`src/rtl/fseq_pkg.sv`:
```
package fseq_pkg;

  typedef struct packed {
    logic qtr;
    logic half;
    logic irq;
    logic wrap;
  } fseq_tick_t;

  // Events for the enable that brings the running count to k.
  function automatic fseq_tick_t fseq_decode(input logic five, input int unsigned k,
                                             input int unsigned s1, input int unsigned s2,
                                             input int unsigned s3, input int unsigned s4,
                                             input int unsigned s5);
    fseq_tick_t t;
    t = '0;
    if (k == s1 || k == s3) t.qtr = 1'b1;
    if (k == s2) begin
      t.qtr  = 1'b1;
      t.half = 1'b1;
    end
    if (!five && k == s4) begin
      t.qtr  = 1'b1;
      t.half = 1'b1;
      t.irq  = 1'b1;
      t.wrap = 1'b1;
    end
    if (five && k == s5) begin
      t.qtr  = 1'b1;
      t.half = 1'b1;
      t.wrap = 1'b1;
    end
    return t;
  endfunction

endpackage

```
`src/rtl/fseq_delay.sv`:
```
module fseq_delay #(
  parameter int EVEN_DELAY = 3,
  parameter int ODD_DELAY  = 4
) (
  input  logic       clk,
  input  logic       rst_n,
  input  logic       cyc_en,
  input  logic       mode_wr,
  input  logic [1:0] mode_bits,
  output logic       apply,
  output logic       sh_five,
  output logic       sh_inh
);
  localparam int DW = $clog2(ODD_DELAY + 1);
  localparam logic [DW-1:0] LD_EVEN = DW'(EVEN_DELAY);
  localparam logic [DW-1:0] LD_ODD  = DW'(ODD_DELAY);
  localparam logic [DW-1:0] ONE     = DW'(1);

  logic          par;
  logic [DW-1:0] dly;

  assign apply = cyc_en && (dly == ONE) && !mode_wr;

  always_ff @(posedge clk) begin
    if (!rst_n) begin
      par     <= 1'b0;
      dly     <= '0;
      sh_five <= 1'b0;
      sh_inh  <= 1'b0;
    end else begin
      if (cyc_en) par <= ~par;
      if (mode_wr) begin
        dly     <= par ? LD_ODD : LD_EVEN;
        sh_five <= mode_bits[1];
        sh_inh  <= mode_bits[0];
      end else if (cyc_en && dly != '0) begin
        dly <= dly - ONE;
      end
    end
  end


  delay_min_chk: assert property (@(posedge clk) disable iff (!rst_n)
    mode_wr |=> !apply);


  hold_chk: assert property (@(posedge clk) disable iff (!rst_n)
    !cyc_en && !mode_wr |=> $stable(dly) && $stable(par));

endmodule

```
`src/rtl/fseq_counter.sv`:
```
module fseq_counter
  import fseq_pkg::*;
#(
  parameter int STEP1 = 3729,
  parameter int STEP2 = 7457,
  parameter int STEP3 = 11186,
  parameter int STEP4 = 14915,
  parameter int STEP5 = 18641
) (
  input  logic clk,
  input  logic rst_n,
  input  logic cyc_en,
  input  logic apply,
  input  logic sh_five,
  output logic five,
  output logic irq_ev,
  output logic qtr_pulse,
  output logic half_pulse
);
  localparam int CW = $clog2(STEP5 + 1);

  logic [CW-1:0] cnt;
  logic [CW-1:0] nxt;
  fseq_tick_t    tick;

  assign nxt  = cnt + CW'(1);
  assign tick = fseq_decode(five, 32'(nxt), STEP1, STEP2, STEP3, STEP4, STEP5);
  assign irq_ev = cyc_en && !apply && tick.irq;

  always_ff @(posedge clk) begin
    if (!rst_n) begin
      cnt        <= '0;
      five       <= 1'b0;
      qtr_pulse  <= 1'b0;
      half_pulse <= 1'b0;
    end else if (apply) begin
      cnt        <= '0;
      five       <= sh_five;
      qtr_pulse  <= sh_five;
      half_pulse <= sh_five;
    end else if (cyc_en) begin
      cnt        <= tick.wrap ? '0 : nxt;
      qtr_pulse  <= tick.qtr;
      half_pulse <= tick.half;
    end else begin
      qtr_pulse  <= 1'b0;
      half_pulse <= 1'b0;
    end
  end


  half_with_qtr_chk: assert property (@(posedge clk) disable iff (!rst_n)
    half_pulse |-> qtr_pulse);


  idle_chk: assert property (@(posedge clk) disable iff (!rst_n)
    !cyc_en |=> !qtr_pulse && !half_pulse);


  cnt_range_chk: assert property (@(posedge clk) disable iff (!rst_n)
    cnt < CW'(STEP5));

endmodule

```
`src/rtl/fseq_irq.sv`:
```
module fseq_irq (
  input  logic clk,
  input  logic rst_n,
  input  logic irq_ev,
  input  logic apply,
  input  logic sh_inh,
  input  logic mode_wr,
  input  logic wr_inh,
  input  logic stat_rd,
  output logic frame_irq,
  output logic irq_status
);
  logic inh;
  logic flag_d;

  always_comb begin
    flag_d = frame_irq;
    if (stat_rd) flag_d = 1'b0;
    if (irq_ev && !inh) flag_d = 1'b1;
    if (mode_wr && wr_inh) flag_d = 1'b0;
  end

  always_ff @(posedge clk) begin
    if (!rst_n) begin
      inh        <= 1'b0;
      frame_irq  <= 1'b0;
      irq_status <= 1'b0;
    end else begin
      if (apply) inh <= sh_inh;
      if (stat_rd) irq_status <= frame_irq;
      frame_irq <= flag_d;
    end
  end


  irq_src_chk: assert property (@(posedge clk) disable iff (!rst_n)
    $rose(frame_irq) |-> $past(irq_ev));


  inh_clear_chk: assert property (@(posedge clk) disable iff (!rst_n)
    mode_wr && wr_inh |=> !frame_irq);


  rd_clear_chk: assert property (@(posedge clk) disable iff (!rst_n)
    stat_rd && !irq_ev |=> !frame_irq);


  stat_cap_chk: assert property (@(posedge clk) disable iff (!rst_n)
    stat_rd |=> irq_status == $past(frame_irq));

endmodule

```
`src/rtl/apu_frame_seq.sv`:
```
module apu_frame_seq #(
  parameter int STEP1      = 3729,
  parameter int STEP2      = 7457,
  parameter int STEP3      = 11186,
  parameter int STEP4      = 14915,
  parameter int STEP5      = 18641,
  parameter int EVEN_DELAY = 3,
  parameter int ODD_DELAY  = 4
) (
  input  logic       clk,
  input  logic       rst_n,
  input  logic       cyc_en,
  input  logic       mode_wr,
  input  logic [1:0] mode_bits,
  input  logic       stat_rd,
  output logic       qtr_pulse,
  output logic       half_pulse,
  output logic       frame_irq,
  output logic       irq_status
);
  logic apply_w;
  logic sh_five_w;
  logic sh_inh_w;
  logic five_w;
  logic irq_ev_w;

  fseq_delay #(.EVEN_DELAY(EVEN_DELAY), .ODD_DELAY(ODD_DELAY)) u_delay (
    .clk(clk), .rst_n(rst_n), .cyc_en(cyc_en), .mode_wr(mode_wr),
    .mode_bits(mode_bits), .apply(apply_w), .sh_five(sh_five_w), .sh_inh(sh_inh_w)
  );

  fseq_counter #(.STEP1(STEP1), .STEP2(STEP2), .STEP3(STEP3), .STEP4(STEP4),
                 .STEP5(STEP5)) u_count (
    .clk(clk), .rst_n(rst_n), .cyc_en(cyc_en), .apply(apply_w), .sh_five(sh_five_w),
    .five(five_w), .irq_ev(irq_ev_w), .qtr_pulse(qtr_pulse), .half_pulse(half_pulse)
  );

  fseq_irq u_irq (
    .clk(clk), .rst_n(rst_n), .irq_ev(irq_ev_w), .apply(apply_w), .sh_inh(sh_inh_w),
    .mode_wr(mode_wr), .wr_inh(mode_bits[0]), .stat_rd(stat_rd),
    .frame_irq(frame_irq), .irq_status(irq_status)
  );


  no_irq_5step_chk: assert property (@(posedge clk) disable iff (!rst_n)
    $rose(frame_irq) |-> !$past(five_w));

endmodule

```
`config.mk`:
```
export PLATFORM = sky130hd
export DESIGN_NAME = apu_frame_seq
export DESIGN_NICKNAME = d
export VERILOG_FILES = /design/src/rtl/fseq_pkg.sv /design/src/rtl/fseq_delay.sv /design/src/rtl/fseq_counter.sv /design/src/rtl/fseq_irq.sv /design/src/rtl/apu_frame_seq.sv
export SDC_FILE = /design/constraint.sdc
export NUM_CORES = 1
export LEC_CHECK = 0
export CORE_MARGIN = 2
export CORE_UTILIZATION = 45
export DETAILED_ROUTE_END_ITERATION = 10
export PLACE_DENSITY = 0.64
export SYNTH_ARGS = -nofsm -noshare
export SYNTH_HDL_FRONTEND = slang
export SYNTH_SLANG_ARGS = --single-unit
```
`constraint.sdc`:
```
create_clock -name clk -period 4.8 [get_ports clk]
set_clock_uncertainty 0.2 [all_clocks]
set_input_delay 0.72 -clock clk [delete_from_list [all_inputs] [get_ports clk]]
set_output_delay 0.72 -clock clk [all_outputs]
set_load 0.02 [all_outputs]
```
-- Word level (Yosys, flattened, before mapping)
Cells that the tools add are included.
- eq/ne operators: 6
- shifts and indexed selects: 0
- multiplexer cells: 15
- $add $sub $neg: 2
- multiply operators: 0
- $lt $le $gt $ge: 0
- divide/modulo/power cells: 0
- bitwise operators: 2
- reduce and logical (&&, ||, !) cells: 19
- operator list (kind ; number):
    equality test 15 x 14 -> 1 bit (second input constant) ; 2
    adder 15 x 1 -> 15 bit (second input constant) ; 1
    equality test 15 x 12 -> 1 bit (second input constant) ; 1
    equality test 15 x 13 -> 1 bit (second input constant) ; 1
    equality test 15 bit (second input constant) ; 1
    2-to-1 mux 15 bit ; 1
    logical AND 1 bit ; 9
    2-to-1 mux 3 bit ; 3
    2-to-1 mux 1 bit ; 8
    zero test 1 bit ; 4
    2-to-1 mux 2 bit ; 2
    2-to-1 mux 4 bit ; 1
    nonzero test 2 bit ; 2
    OR reduction 2 bit ; 2
    equality test 3 x 1 -> 1 bit (second input constant) ; 1
    nonzero test 3 bit ; 1
    subtractor 3 x 1 -> 3 bit (second input constant) ; 1
    inverter 1 bit ; 2
    logical OR 1 bit ; 1
- memories: 0
- bits in latches: 0
- flip-flop bits (word level): 27
- bits in writable memories: 0
- logic and storage cells: 55
- output and inout bits: 4
- bits in read-only memories: 0
- bits of input ports: 7

-- Depth between registers and ports, before layout
Gate-level depths: netlist of run 1.
- depth after elaboration: 9
- mapped depth: 10
- gate-level depth less buffers: 9

-- By module
From an unflattened synthesis of run 1, not the netlist that was laid out.
- cell total of the unflattened synthesis: 211
- area total of the unflattened synthesis: 1809.2 µm²
- by module, submodules not included (module ; area an instance (µm²) ; cells an instance ; instances):
    fseq_counter ; 1343.8 ; 165 ; 1
    fseq_delay ; 345.3 ; 35 ; 1
    fseq_irq ; 120.1 ; 11 ; 1

-- Worst setup path before layout of run 1
Ideal clock, no wire load.
- path type: reg-to-reg
- from: reg u_count.cnt[1]
- to: reg u_count.cnt[11]
- stages on the path, launching flop included: 10
- data required time: 4478 ps
- path buffers: 1
- library setup time: 122 ps
- path slack: 1650 ps
- clock period less this slack: 3150 ps
- data arrival time: 2828 ps
- path through: dfxtp_1 -> ha_1 -> buf_4 -> nand3_4 -> or4_4 -> a221o_1 -> or4_4 -> a21boi_4 -> nor2_2 -> a221o_1
- word-level cells in the longest chain between the ends: 6
- ends and longest elaborated chain (what ; RTL line ; RTL):
    start, declared ; fseq_counter.sv:22 ; logic [CW-1:0] cnt;
    start signal, assigned ; fseq_counter.sv:42 ; cnt <= tick.wrap ? '0 : nxt;
    adder 15 x 1 -> 15 bit (*) ; fseq_counter.sv:26 ; assign nxt = cnt + CW'(1);
    equality test 15 x 14 -> 1 bit ; fseq_pkg.sv:22 ; if (!five && k == s4) begin
    logical AND 1 bit ; fseq_pkg.sv:22 ;
    2-to-1 mux 4 bit ; fseq_pkg.sv:22 ;
    2-to-1 mux 1 bit ; fseq_pkg.sv:28 ; if (five && k == s5) begin
    2-to-1 mux 15 bit (*) ; fseq_counter.sv:42 ;
Mark *: on every way between the ends. The rest lies on a longest branch, timed or not.
A chain may end at the register's enable or synchronous reset.

-- Worst setup path after layout of run 1
- from: reg u_count.cnt[0]
- to: reg u_count.cnt[11]
Same word-level chain as after synthesis.

==> flow_summary.yaml, run 1 <==
synth:
  synth-simple-area-share_pct: 29.9
  yosysWarnings: 0
  synth_compound_area_share_pct: 20.7
  postSynthAreaPerCell_sq_um: 8.21
  yosys.area_share.adder_pct: 5.18
  synth.area.top_cells: "dfxtp_1, ha_1, nor2_1"
  netlist_instances: 206
  muxShareOfSynthArea_pct: 3.03
  ys_ff_latch: 27
  ys_types: 53
  synth_top_area_cell: "dfxtp_1"
  synthXorXnorAreaFrac_pct: 3.63
  ys_seq_area_share_pct: 32.0
  yosysTopAreaCellShare_pct: 32.0
  syn_area_sq_um: 1690
  synth_nets: 220
  synth_top_family_by_area: "simple AND/OR/NAND/NOR gates"
  synth_flop_cell: "dfxtp_1"
  async_reset_ff_share_pct: 0
  synth_edf_count: 0
timing:
  fmax_mhz: 280
  period_share_pct: 74.4
  worstMarginPinSlew_ps: 1150
  report.final.slew_viol_count: 0
  setup_slack_ps: 1230
  fin_setup_tns_ps: 0
  hold_viol_final: 0
  finalSetupViolCount: 0
  period_needed_ps: 3570
  rsz0062_at_grt: "false"
  slew_headroom_pct: 22.0
routing:
  vias: 1503
  wl_per_cell_microns: 14.7
  wirelength_mm: 3.77
  ant_nets: 0
  routed_via_density: 5.85
  drtIter0Drc: 61
  drc: 0
  dr.pass1.iters: 4
power_and_ir_drop:
  ir_drop_uv: 168
  p_leak_uw: 0.000643
  p_per_area_nw_per_um2: 227
  finalPower_uw: 418
placement:
  portBuffers: 10
  gp_congestion: 0.937
  post-place-ws_ps: 1160
  dp_hpwl_mm: 2.90
  placed_cell_area_sq_um: 1790
min_path:
  hold_end: "u_delay.sh_inh$_SDFFE_PN0P_"
  hold_start: "u_delay.sh_inh$_SDFFE_PN0P_"
  hold_path_class: "reg -> reg"
  hold_depth: 2
worst_setup_path:
  crit_buf_inv: 0
  r2r-start: "u_count.cnt[0]$_SDFFE_PP0P_"
  startpoint_type: "flop"
  worstPathCellList: "ha_1 > nand3_4 > or4_4 > a221o_1 > or4_4 > a21boi_4 > nor2_2 > a221o_1"
  worstSetupEndpointType: "flop"
  rrSetupSlack_ps: 1230
  critPathMaxFanout: 11
  cp_top_family: "simple AND/OR/NAND/NOR gates"
  r2r-end: "u_count.cnt[11]$_SDFFE_PP0P_"
  critPathKind: "reg -> reg"
  cp.arrival_ps: 3540
  slowest_stage: "or4_4"
  max_stage_delay_ps: 560
  ff2ff_path_depth: 8
  crit_required_ps: 4770
cells_and_area:
  nFillCells: 358
  final_util_pct: 50.7
  drive_gt1_share_pct: 6.22
  final_cell_mix: "dfxtp_1, nor2_1, nand2_1"
  final_nets: 224
  layout_commonest_cell: "dfxtp_1"
  area_growth_pct: 8.96
  antenna_cells: 0
  final_cell_area_sq_um: 1840
clocking:
  cts_resized: 0
  clock_path_buffers: 2
  htreeDepth: 1
  cts_hold_buf: 0
  cts_made_buffers: 3
  cts.clk_slew.worst_paths_ps: 90
  clock-root-buffer: "clkbuf_8"
  cts_tree: "done"
  cts.sinks: 27
  clk_latency_ps: 280
  post_cts_buffers: 0
floorplanning:
  dieArea_sq_um: 4260
  num_io_pins: 11
  die_h_microns: 65.3
  start_util_pct: 46.5
  coreArea_sq_um: 3630
  row_count: 22
  die_w_microns: 65.3
outcome:
  status: "finished clean"
global_routing:
  grt_usage_pct: 19.7
  grt_pass1_wl_mm: 6.45
  grt-ovfl-total: 0
  antenna_found_initial: 0
  grt_max_degree: 17
  grt_pass1_vias: 1395
run:
  cap_violations: 0
[registers in the layout (all words and copies together), names as in the netlist]
signal and flops:
u_count.cnt 15, u_delay.dly 3, u_count.five 1, u_count.half_pulse 1, u_count.qtr_pulse 1, u_delay.par 1
u_delay.sh_five 1, u_delay.sh_inh 1, u_irq.frame_irq 1, u_irq.inh 1, u_irq.irq_status 1
[where the power goes]
group          internal (uW)  switching [uW]  leakage (uW)
combinational           20.8            26.1      0.000402
clock                   59.1            74.9     0.0000217
sequential               231            6.89      0.000219
total                    310             108      0.000643
[per-layer routing]
metal / part of all wire, % / vias up / GRT usage, %
met3: 4.5 / 5 / 2.57
met5: 0 / - / 0
li1: - / 753 / -
met4: 1.6 / 0 / 7.81
met2: 46 / 30 / 32.1
met1: 47 / 715 / 26.5
[worst max path at each step]
stage	startpoint	end	slack (ps)	cells after the start
after floorplan	u_count.cnt[1]$_SDFFE_PP0P_	u_count.cnt[11]$_SDFFE_PP0P_	1650	9
after detailed placement	cyc_en	u_count.cnt[13]$_SDFFE_PP0P_	1160	8
after global placement	cyc_en	u_count.cnt[13]$_SDFFE_PP0P_	1210	8
final	u_count.cnt[0]$_SDFFE_PP0P_	u_count.cnt[11]$_SDFFE_PP0P_	1230	8
after CTS	u_count.cnt[0]$_SDFFE_PP0P_	u_count.cnt[11]$_SDFFE_PP0P_	1240	8
after global routing	u_count.cnt[0]$_SDFFE_PP0P_	u_count.cnt[11]$_SDFFE_PP0P_	1040	8
[synth_stat cells, drive strengths merged, types with 4 or more instances]
cell type and count:
clkbuf 6, inv 10, nand2 18, or4 4, a21oi 4, ha 7, or3 6, o21ai 13
dfxtp 27, buf 5, nand2b 5, xor2 4, nor3 6, nand4 7, mux2i 4, nor2 23
nand3 6
[area by class of cell]
| type | count | area, sq um | share of cell area, % |
|---|---|---|---|
| inverter | 10 | 37.5 | 2.04 |
| clock buffer | 3 | 41.3 | 2.24 |
| tap | 48 | 60.1 | 3.26 |
| multi-input combinational | 158 | 1050 | 57.3 |
| sequential | 27 | 541 | 29.3 |
| clock inverter | 1 | 7.51 | 0.408 |
| timing repair buffer | 10 | 100 | 5.43 |
[worst register-to-register path: stages, from the launching register on]
cell and delay, ps:
dfxtp_1 520, ha_1 440, nand3_4 170, or4_4 550
a221o_1 390, or4_4 560, a21boi_4 260, nor2_2 90
a221o_1 300
[through the flow]
step | instances | hold slack (ps)
global placement | 253 | 263
floorplan | 206 | 250
finish | 257 | 281
global route | 257 | 298
detailed placement | 253 | 266
CTS | 257 | 281
[kinds of logic (layout without fill, tap and decap cells)]
| kind of cell | count (synthesis) | in the layout |
|---|---|---|
| xor gates and xnor gates | 7 | 7 |
| adders and majority gates | 7 | 7 |
| muxes | 5 | 5 |
| and+or+nand+nor | 92 | 92 |
| DFF | 27 | 27 |
| buffers and inverters | 21 | 24 |
| AOI/OAI and AO/OA | 47 | 47 |
Note: power is estimated with default switching activity, not from simulation.
==> inputs of run 2 (changes only) <==
clock period = 3.5 ns   (was 4.8 ns; I/O delays follow)
==> run 2 against run 1 <==
Compared with the run above:
- sequential power grew 37%
- cell area grew 1.7%
- largest cell class unchanged
- combinational power grew 49%
- critical path depth is the same
==> flow_summary.yaml, run 2 (same netlist as run 1, synthesis figures left out) <==
outcome:
  status: "finished clean"
cells_and_area:
  regArea_sq_um: 542
  largestRegisters: "u_count.cnt (15), u_delay.dly (3)"
  layout_commonest_cell: "dfxtp_1"
  nFillCells: 362
  antenna_cells: 0
  drive_gt1_share_pct: 8.45
  final_nets: 228
  top_register: "u_count.cnt"
  largest_register_ffs: 15
  final_cell_mix: "dfxtp_1, nor2_1, nand2_1"
  area_growth_pct: 10.8
  multi_input_area_sq_um: 1050
clocking:
  cts_made_buffers: 3
  cts_hold_buf: 0
  cts_tree: "done"
  clock-root-buffer: "clkbuf_8"
  cts.sinks: 27
  cts_resized: 0
  post_cts_buffers: 0
  clock_path_buffers: 2
  cts.clk_slew.worst_paths_ps: 100
  htreeDepth: 1
  clk_latency_ps: 280
floorplanning:
  start_util_pct: 46.5
  die_h_microns: 65.3
  row_count: 22
  dieArea_sq_um: 4260
  die_w_microns: 65.3
  coreArea_sq_um: 3630
  num_io_pins: 11
timing:
  slew_headroom_pct: 48.4
  period_needed_ps: 3270
  holdWs_ps: 294
  worstMarginPinSlew_ps: 772
  rsz0062_at_grt: "false"
  hold_viol_final: 0
  period_share_pct: 93.5
  report.final.slew_viol_count: 0
  fin_setup_tns_ps: 0
  fmax_mhz: 306
  finalSetupViolCount: 0
worst_setup_path:
  slowest_stage: "or4_4"
  r2r-end: "u_count.cnt[5]$_SDFFE_PP0P_"
  rrSetupSlack_ps: 230
  critPathMaxFanout: 10
  cpMostUsedCell: "or4_4"
  cp_top_family: "simple AND/OR/NAND/NOR gates"
  worstPathCellList: "ha_1 > nand3_4 > or4_4 > a221o_1 > or4_4 > a21boi_4 > nand2b_1 > o21ai_0"
  worstSetupEndpointType: "flop"
  crit_start: "u_count.cnt[1]$_SDFFE_PP0P_"
  ff2ff_path_depth: 8
  critical_path_depth: 8
  r2r-start: "u_count.cnt[1]$_SDFFE_PP0P_"
  max_stage_delay_ps: 560
  crit_buf_inv: 0
  critPathKind: "reg -> reg"
  cp-endpoint: "u_count.cnt[5]$_SDFFE_PP0P_"
  crit_required_ps: 3460
  startpoint_type: "flop"
  cp.arrival_ps: 3240
routing:
  wl_per_cell_microns: 15.2
  dr.pass1.iters: 4
  routed_via_density: 5.96
  vias: 1555
  wirelength_mm: 3.98
  drc: 0
  ant_nets: 0
  drtIter0Drc: 103
run:
  cap_violations: 0
global_routing:
  grt_pass1_wl_mm: 6.82
  grt_max_degree: 17
  grt-ovfl-total: 0
  grt_usage_pct: 20.4
  antenna_found_initial: 0
  grt_pass1_vias: 1500
placement:
  portBuffers: 10
  dp_hpwl_mm: 2.97
  gp_congestion: 1.00
power_and_ir_drop:
  p_leak_uw: 0.000663
  ir_drop_uv: 174
  finalPower_uw: 580
  p_per_area_nw_per_um2: 309
min_path:
  hold_start: "u_delay.sh_inh$_SDFFE_PN0P_"
  hold_path_class: "reg -> reg"
-- run 2: layout make-up --
class                      instances  share of cell area, %
multi-input combinational        158                   56.3
sequential                        27                   28.9
timing repair buffer              14                   6.95
tap                               48                   3.21
clock buffer                       3                   2.20
inverter                          10                   2.00
clock inverter                     1                  0.401
-- run 2: power breakdown --
part           switching [uW]  internal (uW)  leakage [uW]
Clock                     104           81.0     0.0000217
Combinational            39.3           30.5      0.000422
Sequential               8.06            316      0.000220
Total                     152            428      0.000663
-- run 2: worst reg2reg max path: stages (launching register included) --
cell	delay (ps)
dfxtp_2	430
ha_1	240
nand3_4	130
or4_4	550
a221o_1	390
or4_4	560
a21boi_4	290
nand2b_1	260
o21ai_0	120
-- run 2: per-layer routing --
layer | part of all wire (%) | track usage, % | up-vias
met4 | 2.4 | 9.11 | 0
li1 | - | - | 760
met1 | 47 | 27.9 | 739
met3 | 4.3 | 2.91 | 11
met2 | 46 | 31.9 | 45
met5 | 0 | 0 | -
-- run 2: stage by stage --
| step | area, sq um | setup WS, ps | instances | util (%) |
|---|---|---|---|---|
| after floorplan | 1690 | 350 | 206 | - |
| after global placement | 1820 | 238 | 257 | 50.2 |
| after detailed placement | 1820 | 155 | 257 | 50.2 |
| after CTS | 1870 | 138 | 261 | 51.5 |
| after global routing | 1870 | 84.8 | 261 | 51.5 |
| final | 1870 | 228 | 261 | 51.5 |
-- run 2: worst min path at each step --
stage / to / slack [ps] / cells past startpoint
after floorplan: u_delay.sh_inh$_SDFFE_PN0P_ / 250 / 2
after global placement: u_delay.sh_inh$_SDFFE_PN0P_ / 260 / 2
after detailed placement: u_delay.sh_inh$_SDFFE_PN0P_ / 280 / 2
after CTS: u_delay.sh_inh$_SDFFE_PN0P_ / 300 / 2
after global routing: u_irq.irq_status$_SDFFE_PN0P_ / 360 / 2
final: u_delay.sh_inh$_SDFFE_PN0P_ / 290 / 2
